--- src/rtl/xlat_tlb_pkg.sv ---
package xlat_tlb_pkg;

  typedef enum logic [1:0] {
    ACC_LOAD  = 2'b00,
    ACC_STORE = 2'b01,
    ACC_FETCH = 2'b10,
    ACC_RSVD  = 2'b11
  } acc_kind_e;

  localparam int PTE_PRESENT = 0;
  localparam int PTE_RD      = 1;
  localparam int PTE_WR      = 2;
  localparam int PTE_EX      = 3;
  localparam int PTE_FLAGS   = 4;

  function automatic logic perm_ok(input logic [PTE_FLAGS-1:0] flg, input acc_kind_e kind);
    logic ok;
    case (kind)
      ACC_LOAD:  ok = flg[PTE_RD];
      ACC_STORE: ok = flg[PTE_WR];
      ACC_FETCH: ok = flg[PTE_EX];
      default:   ok = 1'b0;
    endcase
    return ok & flg[PTE_PRESENT];
  endfunction

endpackage

--- src/rtl/xlat_tlb_tags.sv ---
module xlat_tlb_tags #(
  parameter int ENTRIES = 32,
  parameter int VPN_W   = 20,
  parameter int IDX_W   = 5,
  parameter int FLG_W   = 4
) (
  input  logic               clk,
  input  logic               rst,
  input  logic [VPN_W-1:0]   lk_vpn,
  input  logic [VPN_W-1:0]   mnt_vpn,
  input  logic               wr_en,
  input  logic [IDX_W-1:0]   wr_idx,
  input  logic [VPN_W-1:0]   wr_vpn,
  input  logic [FLG_W-1:0]   wr_flags,
  input  logic               inv_en,
  input  logic               flush,
  output logic [ENTRIES-1:0] lk_match,
  output logic [IDX_W-1:0]   lk_idx,
  output logic [FLG_W-1:0]   lk_flags,
  output logic [ENTRIES-1:0] mnt_match,
  output logic [IDX_W-1:0]   mnt_idx,
  output logic [ENTRIES-1:0] occ
);

  logic [FLG_W-1:0] flg_m [ENTRIES];

  for (genvar g = 0; g < ENTRIES; g++) begin : g_ent
    logic             vld_r;
    logic [VPN_W-1:0] tag_r;
    logic [FLG_W-1:0] flg_r;
    logic             sel;

    assign sel = wr_en && (wr_idx == IDX_W'(g));

    always_ff @(posedge clk) begin
      if (rst || flush)                 vld_r <= 1'b0;
      else if (inv_en && mnt_match[g])  vld_r <= 1'b0;
      else if (sel)                     vld_r <= 1'b1;
    end

    always_ff @(posedge clk) begin
      if (sel) begin
        tag_r <= wr_vpn;
        flg_r <= wr_flags;
      end
    end

    assign occ[g]       = vld_r;
    assign lk_match[g]  = vld_r && (tag_r == lk_vpn);
    assign mnt_match[g] = vld_r && (tag_r == mnt_vpn);
    assign flg_m[g]     = lk_match[g] ? flg_r : '0;
  end

  always_comb begin
    lk_flags = '0;
    lk_idx   = '0;
    mnt_idx  = '0;
    for (int i = 0; i < ENTRIES; i++) begin
      lk_flags = lk_flags | flg_m[i];
      if (lk_match[i])  lk_idx  = lk_idx  | IDX_W'(i);
      if (mnt_match[i]) mnt_idx = mnt_idx | IDX_W'(i);
    end
  end

  // refills never create a second entry with the same tag
  p_single_match_r6: assert property (@(posedge clk) disable iff (rst)
    $onehot0(lk_match));

  // a refill lands in the selected slot by the next cycle
  p_fill_lands_r5: assert property (@(posedge clk) disable iff (rst)
    wr_en |=> occ[$past(wr_idx)]);

  // an invalidated page's slot is empty afterwards
  p_inv_removes_r7: assert property (@(posedge clk) disable iff (rst)
    inv_en |=> ((occ & $past(mnt_match)) == '0));

  // a flush empties every slot
  p_flush_empties_r8: assert property (@(posedge clk) disable iff (rst)
    flush |=> (occ == '0));

endmodule

--- src/rtl/xlat_tlb_nru.sv ---
module xlat_tlb_nru #(
  parameter int ENTRIES = 32,
  parameter int IDX_W   = 5
) (
  input  logic               clk,
  input  logic               rst,
  input  logic [ENTRIES-1:0] occ,
  input  logic [ENTRIES-1:0] touch,
  input  logic [ENTRIES-1:0] clr,
  output logic [IDX_W-1:0]   victim
);

  logic [ENTRIES-1:0] ref_q;
  logic [ENTRIES-1:0] ref_d;
  logic [ENTRIES-1:0] merged;

  always_comb begin
    merged = (ref_q | touch) & ~clr;
    ref_d  = (&merged) ? (touch & ~clr) : merged;
  end

  always_ff @(posedge clk) begin
    if (rst) ref_q <= '0;
    else     ref_q <= ref_d;
  end

  always_comb begin
    logic found;
    found  = 1'b0;
    victim = '0;
    for (int i = 0; i < ENTRIES; i++) begin
      if (!found && !occ[i]) begin
        victim = IDX_W'(i);
        found  = 1'b1;
      end
    end
    for (int i = 0; i < ENTRIES; i++) begin
      if (!found && !ref_q[i]) begin
        victim = IDX_W'(i);
        found  = 1'b1;
      end
    end
  end

  if (ENTRIES > 1) begin : g_chk
    // the referenced flags never all stay set
    p_ref_not_saturated_r12: assert property (@(posedge clk) disable iff (rst)
      !(&ref_q));
  end

endmodule

--- src/rtl/xlat_tlb_pfn_ram.sv ---
module xlat_tlb_pfn_ram #(
  parameter int DEPTH = 32,
  parameter int W     = 20,
  parameter int IDX_W = 5
) (
  input  logic             clk,
  input  logic             we,
  input  logic [IDX_W-1:0] waddr,
  input  logic [W-1:0]     wdata,
  input  logic [IDX_W-1:0] raddr,
  output logic [W-1:0]     rdata
);

  logic [W-1:0] mem [DEPTH];

  always_ff @(posedge clk) begin
    if (we) mem[waddr] <= wdata;
    rdata <= mem[raddr];
  end

endmodule

--- src/rtl/xlat_tlb.sv ---
module xlat_tlb
  import xlat_tlb_pkg::*;
#(
  parameter int VA_W    = 32,
  parameter int PA_W    = 32,
  parameter int OFF_W   = 12,
  parameter int ENTRIES = 32
) (
  input  logic                            clk,
  input  logic                            rst,
  input  logic                            lk_valid,
  input  logic [VA_W-1:0]                 lk_vaddr,
  input  logic [1:0]                      lk_kind,
  input  logic                            fill_valid,
  input  logic [VA_W-OFF_W-1:0]           fill_vpn,
  input  logic [PA_W-OFF_W+PTE_FLAGS-1:0] fill_pte,
  input  logic                            inv_valid,
  input  logic [VA_W-OFF_W-1:0]           inv_vpn,
  input  logic                            flush,
  output logic                            rsp_valid,
  output logic                            rsp_miss,
  output logic                            rsp_fault,
  output logic [PA_W-1:0]                 rsp_paddr
);

  localparam int VPN_W = VA_W - OFF_W;
  localparam int PFN_W = PA_W - OFF_W;
  localparam int IDX_W = (ENTRIES > 1) ? $clog2(ENTRIES) : 1;

  logic [VPN_W-1:0]     lk_vpn;
  logic [VPN_W-1:0]     mnt_vpn;
  logic                 inv_en;
  logic                 wr_en;
  logic [IDX_W-1:0]     wr_idx;
  logic [IDX_W-1:0]     victim;
  logic [ENTRIES-1:0]   lk_match;
  logic [ENTRIES-1:0]   mnt_match;
  logic [ENTRIES-1:0]   occ;
  logic [ENTRIES-1:0]   touch;
  logic [ENTRIES-1:0]   clr;
  logic [IDX_W-1:0]     lk_idx;
  logic [IDX_W-1:0]     mnt_idx;
  logic [PTE_FLAGS-1:0] lk_flags;
  logic                 hit_any;
  logic                 allowed;
  logic [PFN_W-1:0]     pfn_rd;

  logic                 valid_q;
  logic                 miss_q;
  logic                 fault_q;
  logic                 ok_q;
  logic [OFF_W-1:0]     off_q;

  assign lk_vpn  = lk_vaddr[VA_W-1:OFF_W];
  assign inv_en  = inv_valid && !flush;
  assign wr_en   = fill_valid && !flush && !inv_valid;
  assign mnt_vpn = inv_valid ? inv_vpn : fill_vpn;
  assign wr_idx  = (|mnt_match) ? mnt_idx : victim;
  assign hit_any = |lk_match;
  assign allowed = perm_ok(lk_flags, acc_kind_e'(lk_kind));

  assign touch = (lk_valid ? lk_match : '0)
               | (wr_en ? (ENTRIES'(1) << wr_idx) : '0);
  assign clr   = flush ? '1 : (inv_en ? mnt_match : '0);

  xlat_tlb_tags #(
    .ENTRIES (ENTRIES),
    .VPN_W   (VPN_W),
    .IDX_W   (IDX_W),
    .FLG_W   (PTE_FLAGS)
  ) u_tags (
    .clk       (clk),
    .rst       (rst),
    .lk_vpn    (lk_vpn),
    .mnt_vpn   (mnt_vpn),
    .wr_en     (wr_en),
    .wr_idx    (wr_idx),
    .wr_vpn    (fill_vpn),
    .wr_flags  (fill_pte[PTE_FLAGS-1:0]),
    .inv_en    (inv_en),
    .flush     (flush),
    .lk_match  (lk_match),
    .lk_idx    (lk_idx),
    .lk_flags  (lk_flags),
    .mnt_match (mnt_match),
    .mnt_idx   (mnt_idx),
    .occ       (occ)
  );

  xlat_tlb_nru #(
    .ENTRIES (ENTRIES),
    .IDX_W   (IDX_W)
  ) u_nru (
    .clk    (clk),
    .rst    (rst),
    .occ    (occ),
    .touch  (touch),
    .clr    (clr),
    .victim (victim)
  );

  xlat_tlb_pfn_ram #(
    .DEPTH (ENTRIES),
    .W     (PFN_W),
    .IDX_W (IDX_W)
  ) u_pfn (
    .clk   (clk),
    .we    (wr_en),
    .waddr (wr_idx),
    .wdata (fill_pte[PFN_W+PTE_FLAGS-1:PTE_FLAGS]),
    .raddr (lk_idx),
    .rdata (pfn_rd)
  );

  always_ff @(posedge clk) begin
    if (rst) begin
      valid_q <= 1'b0;
      miss_q  <= 1'b0;
      fault_q <= 1'b0;
      ok_q    <= 1'b0;
      off_q   <= '0;
    end else begin
      valid_q <= lk_valid;
      miss_q  <= lk_valid && !hit_any;
      fault_q <= lk_valid && hit_any && !allowed;
      ok_q    <= lk_valid && hit_any && allowed;
      off_q   <= lk_vaddr[OFF_W-1:0];
    end
  end

  assign rsp_valid = valid_q;
  assign rsp_miss  = miss_q;
  assign rsp_fault = fault_q;
  assign rsp_paddr = ok_q ? {pfn_rd, off_q} : '0;

  // every lookup is answered on the following cycle
  p_resp_follows_req_r1: assert property (@(posedge clk) disable iff (rst)
    lk_valid |=> rsp_valid);

  // no response flags without a request
  p_idle_quiet_r1: assert property (@(posedge clk) disable iff (rst)
    !lk_valid |=> (!rsp_valid && !rsp_miss && !rsp_fault));

  // a lookup right after a flush always misses
  p_empty_after_flush_r8: assert property (@(posedge clk) disable iff (rst)
    flush ##1 lk_valid |=> rsp_miss);

endmodule

--- config.mk ---
export PLATFORM = sky130hd
export DESIGN_NAME = xlat_tlb
export DESIGN_NICKNAME = d
export VERILOG_FILES = /design/src/rtl/xlat_tlb_pkg.sv /design/src/rtl/xlat_tlb_tags.sv /design/src/rtl/xlat_tlb_nru.sv /design/src/rtl/xlat_tlb_pfn_ram.sv /design/src/rtl/xlat_tlb.sv
export SDC_FILE = /design/constraint.sdc
export NUM_CORES = 2
export LEC_CHECK = 0
export BUFFER_PORTS_ARGS = -buffer_cell sky130_fd_sc_hd__buf_4
export CAP_MARGIN = 20
export CORE_MARGIN = 5
export CORE_UTILIZATION = 60
export CTS_CLUSTER_DIAMETER = 40
export CTS_CLUSTER_SIZE = 24
export DETAILED_ROUTE_END_ITERATION = 8
export PLACE_DENSITY = 0.83
export SYNTH_ARGS = -nofsm -noshare
export SYNTH_HDL_FRONTEND = slang
export SYNTH_SLANG_ARGS = --single-unit
--- constraint.sdc ---
create_clock -name clk -period 19.2 [get_ports clk]
set_clock_uncertainty 0.15 [all_clocks]
set_input_delay 1.92 -clock clk [delete_from_list [all_inputs] [get_ports clk]]
set_output_delay 1.92 -clock clk [all_outputs]
set_load 0.02 [all_outputs]
==> metrics.txt <==
worst setup path class input port to flip-flop; sum of negative setup slack 0 ps; cell taking the most area after synthesis edfxtp_1; LEAKAGE between 20 and 30 nW; status finished, final reports clean; gpl congestion a little over 1; Worst R2R Path Depth 16; drt pass-1 iters 6; HPWL after DPL 144,000 um; Die X 354 um; Max clock buf depth 3; Syn Nets between 5,000 and 6,000; #FFs+latches synth around 1,500; Syn Area/Cell about 14 um^2; reg2reg end u_nru.ref_q[23]; PortBufs 138; most frequent cells in the layout edfxtp_1, xnor2_1, xor2_1; most common cell after layout, fill and taps aside edfxtp_1; PwrDens 91.7 nW/um^2; CP arrival between 10,000 and 15,000 ps; share of cells above drive strength 1 14.1%; Yosys warnings 0; Total GRT Usage between 30 and 40%; H-tree levels 4; TritonCTS clock tree done; worst-margin pin slew around 1200 ps; crit path buf inv count 4; RSZ-0062 raised after global routing no; critical path startpoint category input port; Clock Tree Root clkbuf_16; DRC marker count from the first detailed-route iteration 7,279; crit path from inv_valid; core area approximately 120,000 um^2; CP top delay family simple AND/OR/NAND/NOR gates; synth top area cells edfxtp_1, xnor2_1, xor2_1, dfxtp_1, mux2i_1; ordered cell list for the critical path buf_4 -> buf_4 -> mux2i_4 -> buf_4 -> xnor2_1 -> nor4_1 -> nand4_1 -> nor4_2 -> nor3_1 -> nand3_1 -> nor2_1 -> a211oi_2 -> nor2b_4 -> o32ai_1 -> nor4b_2 -> nand4_1 -> buf_4 -> o31a_1 -> o31a_1; chip height 354 um; Worst Setup End Kind flip-flop; met1 GRT Util 46.1%; reg-to-reg slack, setup 11,390 ps; vias in the first global route about 48,000; CP Max Fanout 38; die area between 100,000 and 150,000 um^2; Reg-to-Reg Start u_tags.g_ent[11].vld_r; Final Hold Viols 0; fin crit share 50.5%; via count about 48,000; Slew Limit Fails 0; Post-CTS Resized 0; Post-DP Area 74,200 um^2; Skew-Pair Late Insertion Delay around 840 ps; most used routing layer met2; GR Layer Usage met2 between 50% and 60%; Post-CTS Setup Bufs 0; Achievable Freq between 100 and 150 MHz; post-synth top area share 59.5%; Synth cell types 86; clk sinks around 1,500; Num CTS Buffers 164; layout overhead on the synthesized area 12.5%; Rows 126; Routed Wire Length about 240,000 um; global-route wire length before repair 336,000 um; worst ir drop on vdd between 0.09 and 0.1 mV; mapped cell area between 70,000 and 80,000 um^2; nets 5,416; EDFF count, synth around 1,400; largest net degree at the start of global routing around 180; Crit path depth 19; Initial Utilization about three fifths; max-cap violations 0; I/O pin count approximately 140; fraction of registers with async set/reset 0%; ys flop type edfxtp_1; sequential area share after synthesis 62.4%; DR vias/cell between 6 and 7; Final ANT Viol Nets 0; final setup fails 0; drt drc 0; Cells after Synth just over 5,000; WL per Instance about 34 um; Worst path slowest cell nor2b_4; Critical Path Sink u_nru.ref_q[23]; Worst-path clk slew 70 ps; hold_buf cts 0; initial antenna violation count 9; Worst slew margin a little over 20%; met3 usage between 10% and 20%; data required time of the worst path ~20,000 ps; max incr delay on CP between 800 and 900 ps; Final Cell Area ~80,000 um^2; CP dominant cell by count buf_4; Remaining Overflow, GRT 0; Tmin final 9690 ps; HP Class flip-flop to flip-flop
[area by class of cell]
type                    instances  area (um^2)
diodes                          6         15.0
clock buffers                 180         4230
clock inverters               125         1440
fillers                      7764        37900
inverters                      32          120
multi-input cells            3297        25500
flip-flops and latches       1508        44300
well taps                    1536         1920
repair buffers                309         2380
[cell families (layout without fill, tap and decap cells)]
kind of cell,count (synthesis),after routing,synth area share [%]
AOI/OAI and AO/OA,678,678,6.58
DFF,1508,1508,62.4
and+or+nand+nor,1115,1115,9.32
xor gates and xnor gates,1283,1283,15.9
other,0,6,0
muxes,221,221,3.49
buffers and inverters,323,646,2.39
[power by group]
group          switching (mW)  total [mW]  internal, mW
clock                    1.47        3.27          1.80
combinational           0.330       0.466         0.136
sequential            0.00326        3.60          3.59
total                    1.80        7.33          5.53
[synth_stat cells (all sizes together) (3+ instances only)]
master   instances
a211o           13
a211oi         230
a21boi           7
a21o            16
a21oi          195
a221oi          33
a22o            22
a22oi           19
a31oi            4
and2            48
and3             4
and4b            9
buf            165
clkbuf         126
dfxtp          100
edfxtp        1408
inv             32
mux2            25
mux2i          196
nand2          106
nand2b           7
nand3           65
nand4          130
nand4b           7
nor2           120
nor2b          180
nor3           109
nor3b           13
nor4           278
nor4b           14
o2111ai          3
o211ai          20
o21a            11
o21ai           41
o21bai           3
o22ai            5
o31a            10
o31ai           32
o32ai            3
or2              6
or3              4
or4              9
xnor2          688
xor2           595
[worst register-to-register path, stage by stage, from the launching register on]
cell	delay, ps
dfxtp_1	730
nand4_1	370
nor4_1	850
nand4_1	280
nor4_1	830
nand2_1	140
nand3_1	280
o21ai_0	180
nor4_1	190
a211o_1	480
nor2b_4	970
a211oi_1	170
nor4b_2	330
nand4_1	700
buf_4	510
o31a_1	280
o31a_1	250
[sequential cells by signal (all words and copies together), names as in the netlist, 12 cells and up]
signal / cells
off_q: 12
u_nru.ref_q: 32
u_pfn.mem: 640
u_pfn.rdata: 20
u_tags.g_ent.flg_r: 128
u_tags.g_ent.tag_r: 640
u_tags.g_ent.vld_r: 32
[metrics by stage]
step	util, %	hold WS [ps]	setup slack (ps)	std cells	power [mW]
after floorplan	-	319	11360	5128	3.92
after global placement	63.0	367	8990	6680	4.10
after detailed placement	63.0	354	8940	6681	4.11
after CTS	67.8	366	9780	6986	7.31
after global routing	67.8	411	9310	6990	7.48
final	67.8	374	9510	6993	7.33
[per-layer routing]
layer	vias to the layer above	wire, um
met1	23500	81000
li1	19600	-
met4	6	20700
met3	1073	31600
met5	-	44
met2	3771	107000
[how the worst min path moves through the flow]
stage | start | end | cells past startpoint
finish | u_nru.ref_q[21] | u_nru.ref_q[21] | 2
global route | u_nru.ref_q[20] | u_nru.ref_q[20] | 2
CTS | u_nru.ref_q[21] | u_nru.ref_q[21] | 2
detailed placement | u_nru.ref_q[21] | u_nru.ref_q[21] | 2
global placement | u_nru.ref_q[21] | u_nru.ref_q[21] | 2
floorplan | u_nru.ref_q[21] | u_nru.ref_q[21] | 2
No activity file was read; power rests on OpenSTA's default activity.
